[config.mk]
export PLATFORM = sky130hd
export DESIGN_NAME = log_interp_mul
export DESIGN_NICKNAME = d
export VERILOG_FILES = /design/src/rtl/log_interp_mul.sv
export SDC_FILE = /design/constraint.sdc
export NUM_CORES = 1
export LEC_CHECK = 0
export BUFFER_PORTS_ARGS = -buffer_cell sky130_fd_sc_hd__buf_2
export CAP_MARGIN = 20
export CORE_MARGIN = 1.5
export CORE_UTILIZATION = 55
export DETAILED_ROUTE_END_ITERATION = 16
export PLACE_DENSITY = 0.73
export SYNTH_ARGS = -nofsm -noshare
export SYNTH_HDL_FRONTEND = slang
export SYNTH_SLANG_ARGS = --single-unit
[constraint.sdc]
create_clock -name clk -period 9.2 [get_ports clk]
set_input_delay 1.84 -clock clk [delete_from_list [all_inputs] [get_ports clk]]
set_output_delay 1.84 -clock clk [all_outputs]
set_load 0.02 [all_outputs]
[src/rtl/log_interp_mul.sv]
module log_interp_mul #(
  parameter int DW = 12,
  parameter int NW = 7,
  parameter int TB = 6,
  parameter int FB = 12
) (
  input  logic                 clk,
  input  logic                 rst_n,
  input  logic                 in_valid,
  input  logic [DW-1:0]        lo_val,
  input  logic [DW-1:0]        hi_val,
  input  logic [NW-1:0]        frac_n,
  output logic                 out_valid,
  output logic signed [DW+1:0] term
);
  localparam int PB = $clog2(DW);
  localparam int LW = FB + $clog2(DW + 1);
  localparam int SW = LW + 1;
  localparam int IW = SW - FB;
  localparam int MW = DW + 1;
  localparam int PW = FB + 1 + DW + NW;
  localparam int Q  = 30;

  function automatic longint lg_fix(input longint y);
    longint x, r;
    x = (longint'(1) << Q) + (y << (Q - FB));
    r = 0;
    for (int j = 0; j < FB; j++) begin
      x = (x * x) >> Q;
      r = r << 1;
      if (x >= (longint'(2) << Q)) begin
        r = r | 1;
        x = x >> 1;
      end
    end
    return r;
  endfunction

  function automatic longint log_corr(input longint i);
    return lg_fix(i << (FB - TB)) - (i << (FB - TB));
  endfunction

  function automatic longint alog_corr(input longint i);
    longint x, lo, hi, mid;
    x  = i << (FB - TB);
    lo = 0;
    hi = (longint'(1) << FB) - 1;
    while (lo < hi) begin
      mid = (lo + hi + 1) / 2;
      if (lg_fix(mid) <= x) lo = mid;
      else hi = mid - 1;
    end
    return (x > lo) ? x - lo : 0;
  endfunction

  function automatic logic [PB+FB-1:0] lod_norm(input logic [DW-1:0] x);
    logic [PB-1:0] p;
    logic [DW-1:0] sh;
    p = '0;
    for (int i = 0; i < DW; i++)
      if (x[i]) p = PB'(i);
    sh = x << (DW - 1 - int'(p));
    return {p, FB'({sh[DW-2:0], {FB{1'b0}}} >> (DW - 1))};
  endfunction

  logic [FB-1:0] lrom [2**TB];
  logic [FB-1:0] arom [2**TB];
  for (genvar g = 0; g < 2**TB; g++) begin : g_rom
    assign lrom[g] = FB'(log_corr(longint'(g)));
    assign arom[g] = FB'(alog_corr(longint'(g)));
  end

  logic          v1, neg1, z1;
  logic [DW-1:0] d1;
  logic [NW-1:0] n1;
  always_ff @(posedge clk or negedge rst_n)
    if (!rst_n) begin
      v1 <= 1'b0; neg1 <= 1'b0; z1 <= 1'b0; d1 <= '0; n1 <= '0;
    end else begin
      v1   <= in_valid;
      neg1 <= lo_val > hi_val;
      d1   <= (lo_val > hi_val) ? lo_val - hi_val : hi_val - lo_val;
      z1   <= (lo_val == hi_val) || (frac_n == '0);
      n1   <= frac_n;
    end

  logic [PB+FB-1:0] nd, nn;
  logic [LW-1:0]    logd, logn;
  assign nd = lod_norm(d1);
  assign nn = lod_norm(DW'(n1));
  assign logd = LW'({nd[PB+FB-1:FB], {FB{1'b0}}}) + LW'(nd[FB-1:0]) + LW'(lrom[nd[FB-1 -: TB]]);
  assign logn = LW'({nn[PB+FB-1:FB], {FB{1'b0}}}) + LW'(nn[FB-1:0]) + LW'(lrom[nn[FB-1 -: TB]]);

  logic          v2, neg2, z2;
  logic [SW-1:0] sum2;
  always_ff @(posedge clk or negedge rst_n)
    if (!rst_n) begin
      v2 <= 1'b0; neg2 <= 1'b0; z2 <= 1'b0; sum2 <= '0;
    end else begin
      v2   <= v1;
      neg2 <= neg1;
      z2   <= z1;
      sum2 <= SW'(logd) + SW'(logn);
    end

  logic [IW-1:0] ip;
  logic [FB-1:0] fs;
  logic [FB:0]   mant;
  logic [MW-1:0] mag;
  assign ip   = sum2[SW-1:FB];
  assign fs   = sum2[FB-1:0];
  assign mant = {1'b1, fs} - (FB+1)'(arom[fs[FB-1 -: TB]]);
  assign mag  = MW'(({{(PW-FB-1){1'b0}}, mant} << ip) >> (FB + NW));

  always_ff @(posedge clk or negedge rst_n)
    if (!rst_n) begin
      out_valid <= 1'b0;
      term      <= '0;
    end else begin
      out_valid <= v2;
      if (!v2 || z2)  term <= '0;
      else if (neg2)  term <= -$signed({1'b0, mag});
      else            term <= $signed({1'b0, mag});
    end
endmodule

After elaboration in Yosys (flattened, before gate mapping)
Memories as Yosys holds them, arrays and structs flattened.
Cells that the tools add are included.
W data, S select, Z words.
- word-level logic and storage cells: 66
- memories kept: 3
- memory bits (read-only): 2304
- flip-flop bits (word level): 57
- memories (name ; words ; width ; read ports ; clocked after Yosys merged registers in ; write ports ; line ; source):
    (no name shown) ; 64 ; 12 ; 1 ; 0 ; 0 ; 112 ; assign mant = {1'b1, fs} - (FB+1)'(arom[fs[FB-1 -: TB]]);
    (no name shown) ; 64 ; 12 ; 1 ; 0 ; 0 ; 92 ; assign logn = LW'({nn[PB+FB-1:FB], {FB{1'b0}}}) + LW'(nn[FB-1:0]) + LW'(lrom[nn[FB-1 -: TB]]);
    (no name shown) ; 64 ; 12 ; 1 ; 0 ; 0 ; 91 ; assign logd = LW'({nd[PB+FB-1:FB], {FB{1'b0}}}) + LW'(nd[FB-1:0]) + LW'(lrom[nd[FB-1 -: TB]]);
- equal/unequal tests: 1
- bitwise operators: 3
- order comparisons: 4
- multiplexer cells: 26
- reductions and logical operators: 4
- shifts and indexed selects: 3
- add/sub/neg operators: 11
- operators by type and width (cell ; count):
    $mux W12 ; 7
    $add A16 B12 Y16 ; 4
    $mux W4 ; 12
    $shl A12 B32 Y11 ; 1
    $shl A13 B5 Y32 ; 1
    $shl A7 B32 Y11 ; 1
    $mux W14 ; 2
    $sub A12 B12 Y12 ; 2
    $ge A7 B7 Y1 const B ; 3
    $not A6 Y7 ; 3
    $add A16 B16 Y17 ; 1
    $neg A13 Y14 ; 1
    $sub A13 B12 Y13 ; 1
    $eq A12 B12 Y1 ; 1
    $gt A12 B12 Y1 ; 1
    $sub A4 B4 Y5 const A ; 2
    $logic_not A7 Y1 ; 1
    $mux W2 ; 2
    $mux W3 ; 1
    $logic_or A1 B1 Y1 ; 2
    $mux W1 ; 2
    $logic_not A1 Y1 ; 1

Depth between registers and ports, before layout
- depth after elaboration: 19
- gate-level depth with buffers: 38

Worst setup path after synthesis
No wires, ideal clock.
- path type: reg2reg
- start: register d1[4]
- end: register sum2[15]
- period minus slack after synthesis: 6.836 ns
- slack: 2.364 ns
- buffers on the path: 2
- cell stages (with the launch flop): 35
- data required time: 9.120 ns
- arrival: 6.756 ns
- setup time: 0.080 ns
- cells stage by stage: dfrtp_1 nor4_1 nand2b_1 inv_2 ha_1 clkbuf_1 nor4b_2 mux2i_1 and2_1 a211oi_4 inv_1 ha_1 clkbuf_1 o21ba_2 inv_1 a311oi_1 a21oi_1 a21o_1 ha_1 a21o_1 a21oi_1 o21bai_1 a21oi_1 nor2b_1 o211ai_1 nand2_1 xor2_1 ha_1 nand2_1 o21ai_0 o41ai_1 o21ai_0 o21a_1 nor2_1 xnor2_1
- longest elaborated chain between the ends: 16
- ends and longest elaborated chain (element ; line ; source):
    from (decl) ; 74 ; logic [DW-1:0] d1;
    from (signal assigned) ; 82 ; d1 <= (lo_val > hi_val) ? lo_val - hi_val : hi_val - lo_val;
    $mux W3 ; 61 ; if (x[i]) p = PB'(i);
    $mux W4 (7 in a row) ; 61 ;
    $sub A4 B4 Y5 ; 62 ; sh = x << (DW - 1 - int'(p));
    $shl A12 B32 Y11 ; 62 ;
    $not A6 Y7 (implied by the code) ; 91 ;
    $mem_v2 Z64 W12 ; -- ;
    $mux W12 (implied by the code) (2 in a row) ; 91 ;
    $add A16 B12 Y16 * ; 91 ;
    $add A16 B16 Y17 * ; 103 ; sum2 <= SW'(logd) + SW'(logn);
    to (signal assigned) ; 103 ;
    to (decl) ; 95 ; logic [SW-1:0] sum2;
Mark *: on every way between the ends. The rest lies on a longest branch, timed or not. The select of a mux whose other input is x is not followed.

Worst setup path in the final report
Same ends and word-level chain as after synthesis.

==> flow_metrics.py <==
metrics = {
    "timing": {
        "fmax_mhz": 122,
        "max_slew_margin": 0.260,
        "slew_violations": 0,
        "fin_worst_skew_ns": 0.00501,
        "layout_setup_ws_ns": 0.976,
        "period_minus_slack_ns": 8.22,
        "fin_tns_setup_ns": 0,
        "setup_viol": 0,
        "rsz0062_at_grt": "false",
        "hold_viol": 0,
        "hold_slack_ns": 0.350,
        "worstMarginPinSlew_ns": 1.11,
        "fin_crit_sh": 0.894,
    },
    "synthesis": {
        "ys_ff_latch": 57,
        "synth-edff-count": 0,
        "yosys_warnings": 0,
        "synth_ff_type": "dfrtp_1",
        "synth_seq_area_share": 0.157,
        "synth_cell_types": 95,
        "synthArstFlopShare": 1.00,
        "syn_area_per_cell_um2": 7.36,
        "yosysMostFrequentCell": "nor2_1",
        "yosysTopAreaCellShare": 0.157,
        "ys_top_cells_by_count": "nor2_1, a21oi_1, nand2_1, o21ai_0, ha_1",
        "synth_area_um2": 9080,
        "postSynthCellCount": 1233,
        "synth_top_cell_by_area": "dfrtp_1",
        "synth_area_leaders": "dfrtp_1, ha_1, a21oi_1",
    },
    "grt": {
        "grt_pass1_vias": 8086,
        "grt_first_pass_wirelength_um": 37800,
        "grt_max_degree": 58,
        "gr-total-overflow": 0,
        "antenna_found_initial": 0,
        "gr-usage-all-layers": 0.257,
    },
    "clock_network": {
        "clock_sinks": 57,
        "cts_made_buffers": 9,
        "clkTransAtPathRegs_ns": 0.05,
        "cts.htree.levels": 3,
        "insertion_delay_ns": 0.33,
        "cts.repair.resized": 0,
        "clockBufferDepth": 2,
        "cts_root_buf": "clkbuf_16",
        "cts_hold_buf": 0,
        "postCtsSetupBuffers": 0,
        "cts_tree": "done",
    },
    "final_layout": {
        "final_nets": 1362,
        "area_delta_synth_final_pct": 6.17,
        "diodes": 0,
        "fin_area_um2": 9640,
        "drive_above_1_share": 0.106,
    },
    "detailed_routing": {
        "via_per_inst": 6.22,
        "dr.pass1.iters": 6,
        "ant_nets": 0,
        "drcViolationCount": 0,
        "vias": 9059,
        "drt_first_iter_violations": 935,
        "wl_per_cell_um": 15.6,
        "routed_wl_um": 22800,
    },
    "floorplan": {
        "num_io_pins": 49,
        "core_area_um2": 16000,
        "die_area_um2": 17300,
        "rows": 46,
        "die_w_um": 131,
        "start_util": 0.567,
        "die_h_um": 131,
    },
    "setup_path": {
        "worstPathArrival_ns": 8.47,
        "max_stage_delay_ns": 0.52,
        "worst-path-max-fanout": 15,
        "critPathKind": "reg -> reg",
        "required_ns": 9.45,
        "crit_path_end_kind": "flop",
        "start_kind": "flop",
        "slowest_stage": "a211oi_4",
    },
    "placement": {
        "gp_congestion": 0.952,
        "hpwl_um": 17100,
        "placed_area_um2": 9330,
        "pre_cts_slack_ns": 1.20,
        "io_buffers": 48,
    },
    "flow_run": {
        "cap_violations": 0,
    },
    "hold_path": {
        "min_path_type": "reg -> reg",
    },
    "outcome": {
        "status": "finished clean",
    },
}
[path summary, 6_finish.rpt]
| path | from | slack [ns] | cells after the start | endpoint |
|---|---|---|---|---|
| max in group asynchronous | rst_n | 7.09 | 2 | sum2[6] |
| worst max register to register | d1[4] | 0.98 | 32 | sum2[15] |
| worst min register to register | v1 | 0.35 | 0 | v2 |
| worst min-delay path | v1 | 0.35 | 0 | v2 |
| worst max-delay path | d1[4] | 0.98 | 32 | sum2[15] |
| min in group asynchronous | rst_n | 1.64 | 2 | term[7] |
[worst max-delay path: cells and delay by family (launching register included)]
| family | cells | cell delay (ns) |
|---|---|---|
| xor gates and xnor gates | 2 | 0.30 |
| and+or+nand+nor | 8 | 1.84 |
| adders and majority gates | 4 | 1.31 |
| DFF | 1 | 0.44 |
| buffers and inverters | 2 | 0.42 |
| AOI/OAI and AO/OA | 16 | 3.81 |
[per-layer routing]
| layer | vias up | track usage | share of wire |
|---|---|---|---|
| met5 | - | 0 | 0 |
| met1 | 4196 | 0.334 | 0.44 |
| met3 | 46 | 0.0320 | 0.055 |
| li1 | 4482 | - | - |
| met4 | 0 | 0.0710 | 0.018 |
| met2 | 335 | 0.448 | 0.48 |
[state kept, by name, indices dropped and copies added, names as in the netlist]
signal	count
z1	1
neg1	1
neg2	1
sum2	17
n1	7
term	14
d1	12
v2	1
z2	1
out_valid	1
v1	1
[through the flow]
stage / cells / utilization
2_1_floorplan: 1238 / -
3_3_place_gp: 1440 / 0.583
3_5_place_dp: 1440 / 0.583
4_1_cts: 1456 / 0.602
5_1_grt: 1457 / 0.603
6_report: 1457 / 0.603
[area by class of cell]
type,count,area [µm²]
sequential,57,1430
multi-input combinational,1024,6990
clock buffer,12,256
inverter,85,319
timing repair buffer,59,323
tap,216,270
clock inverter,4,51.3
fill,1500,6360
[layout by cell type, fill, tap and decap left out, types with 7 or more instances in the layout]
| master | synthesis | layout |
|---|---|---|
| nor2_1 | 130 | 130 |
| a21oi_1 | 119 | 119 |
| nand2_1 | 90 | 90 |
| o21ai_0 | 90 | 89 |
| ha_1 | 86 | 86 |
| inv_1 | 79 | 79 |
| dfrtp_1 | 57 | 57 |
| buf_2 | 4 | 48 |
| xnor2_1 | 35 | 35 |
| nor3_1 | 33 | 33 |
| a21o_1 | 30 | 30 |
| nand3_1 | 30 | 30 |
| a211oi_1 | 24 | 24 |
| mux2i_1 | 21 | 21 |
| xor2_1 | 19 | 19 |
| nor2b_1 | 16 | 16 |
| o211ai_1 | 15 | 15 |
| nand2b_1 | 15 | 15 |
| o21a_1 | 14 | 14 |
| o31ai_1 | 14 | 14 |
| or3_1 | 14 | 14 |
| and2_1 | 12 | 12 |
| buf_4 | 2 | 11 |
| nor4_1 | 10 | 10 |
| and3_1 | 10 | 10 |
| or2_2 | 9 | 9 |
| o21bai_1 | 9 | 9 |
| clkbuf_16 | 0 | 9 |
| o21ai_1 | 7 | 8 |
| a22oi_1 | 8 | 8 |
| mux2_2 | 7 | 7 |
| a311oi_1 | 7 | 7 |
| a31oi_1 | 7 | 7 |
| conb_1 | 2 | 7 |
[cells by family (layout without fill, tap and decap cells)]
kind of cell             after synthesis  count (layout)  synth area share
AO/OA/AOI/OAI                        441             441             0.331
AND/OR/NAND/NOR                      397             397             0.209
buffers and inverters                157             160            0.0762
adder cells (fa/ha/maj)               93              93             0.133
flip-flops                            57              57             0.157
XOR/XNOR                              54              54            0.0521
multiplexers                          32              32            0.0408
other                                  2               7          0.000827
Power is not shown: default switching activity piles up to over one toggle a cycle in this logic, so the estimate is an artifact.
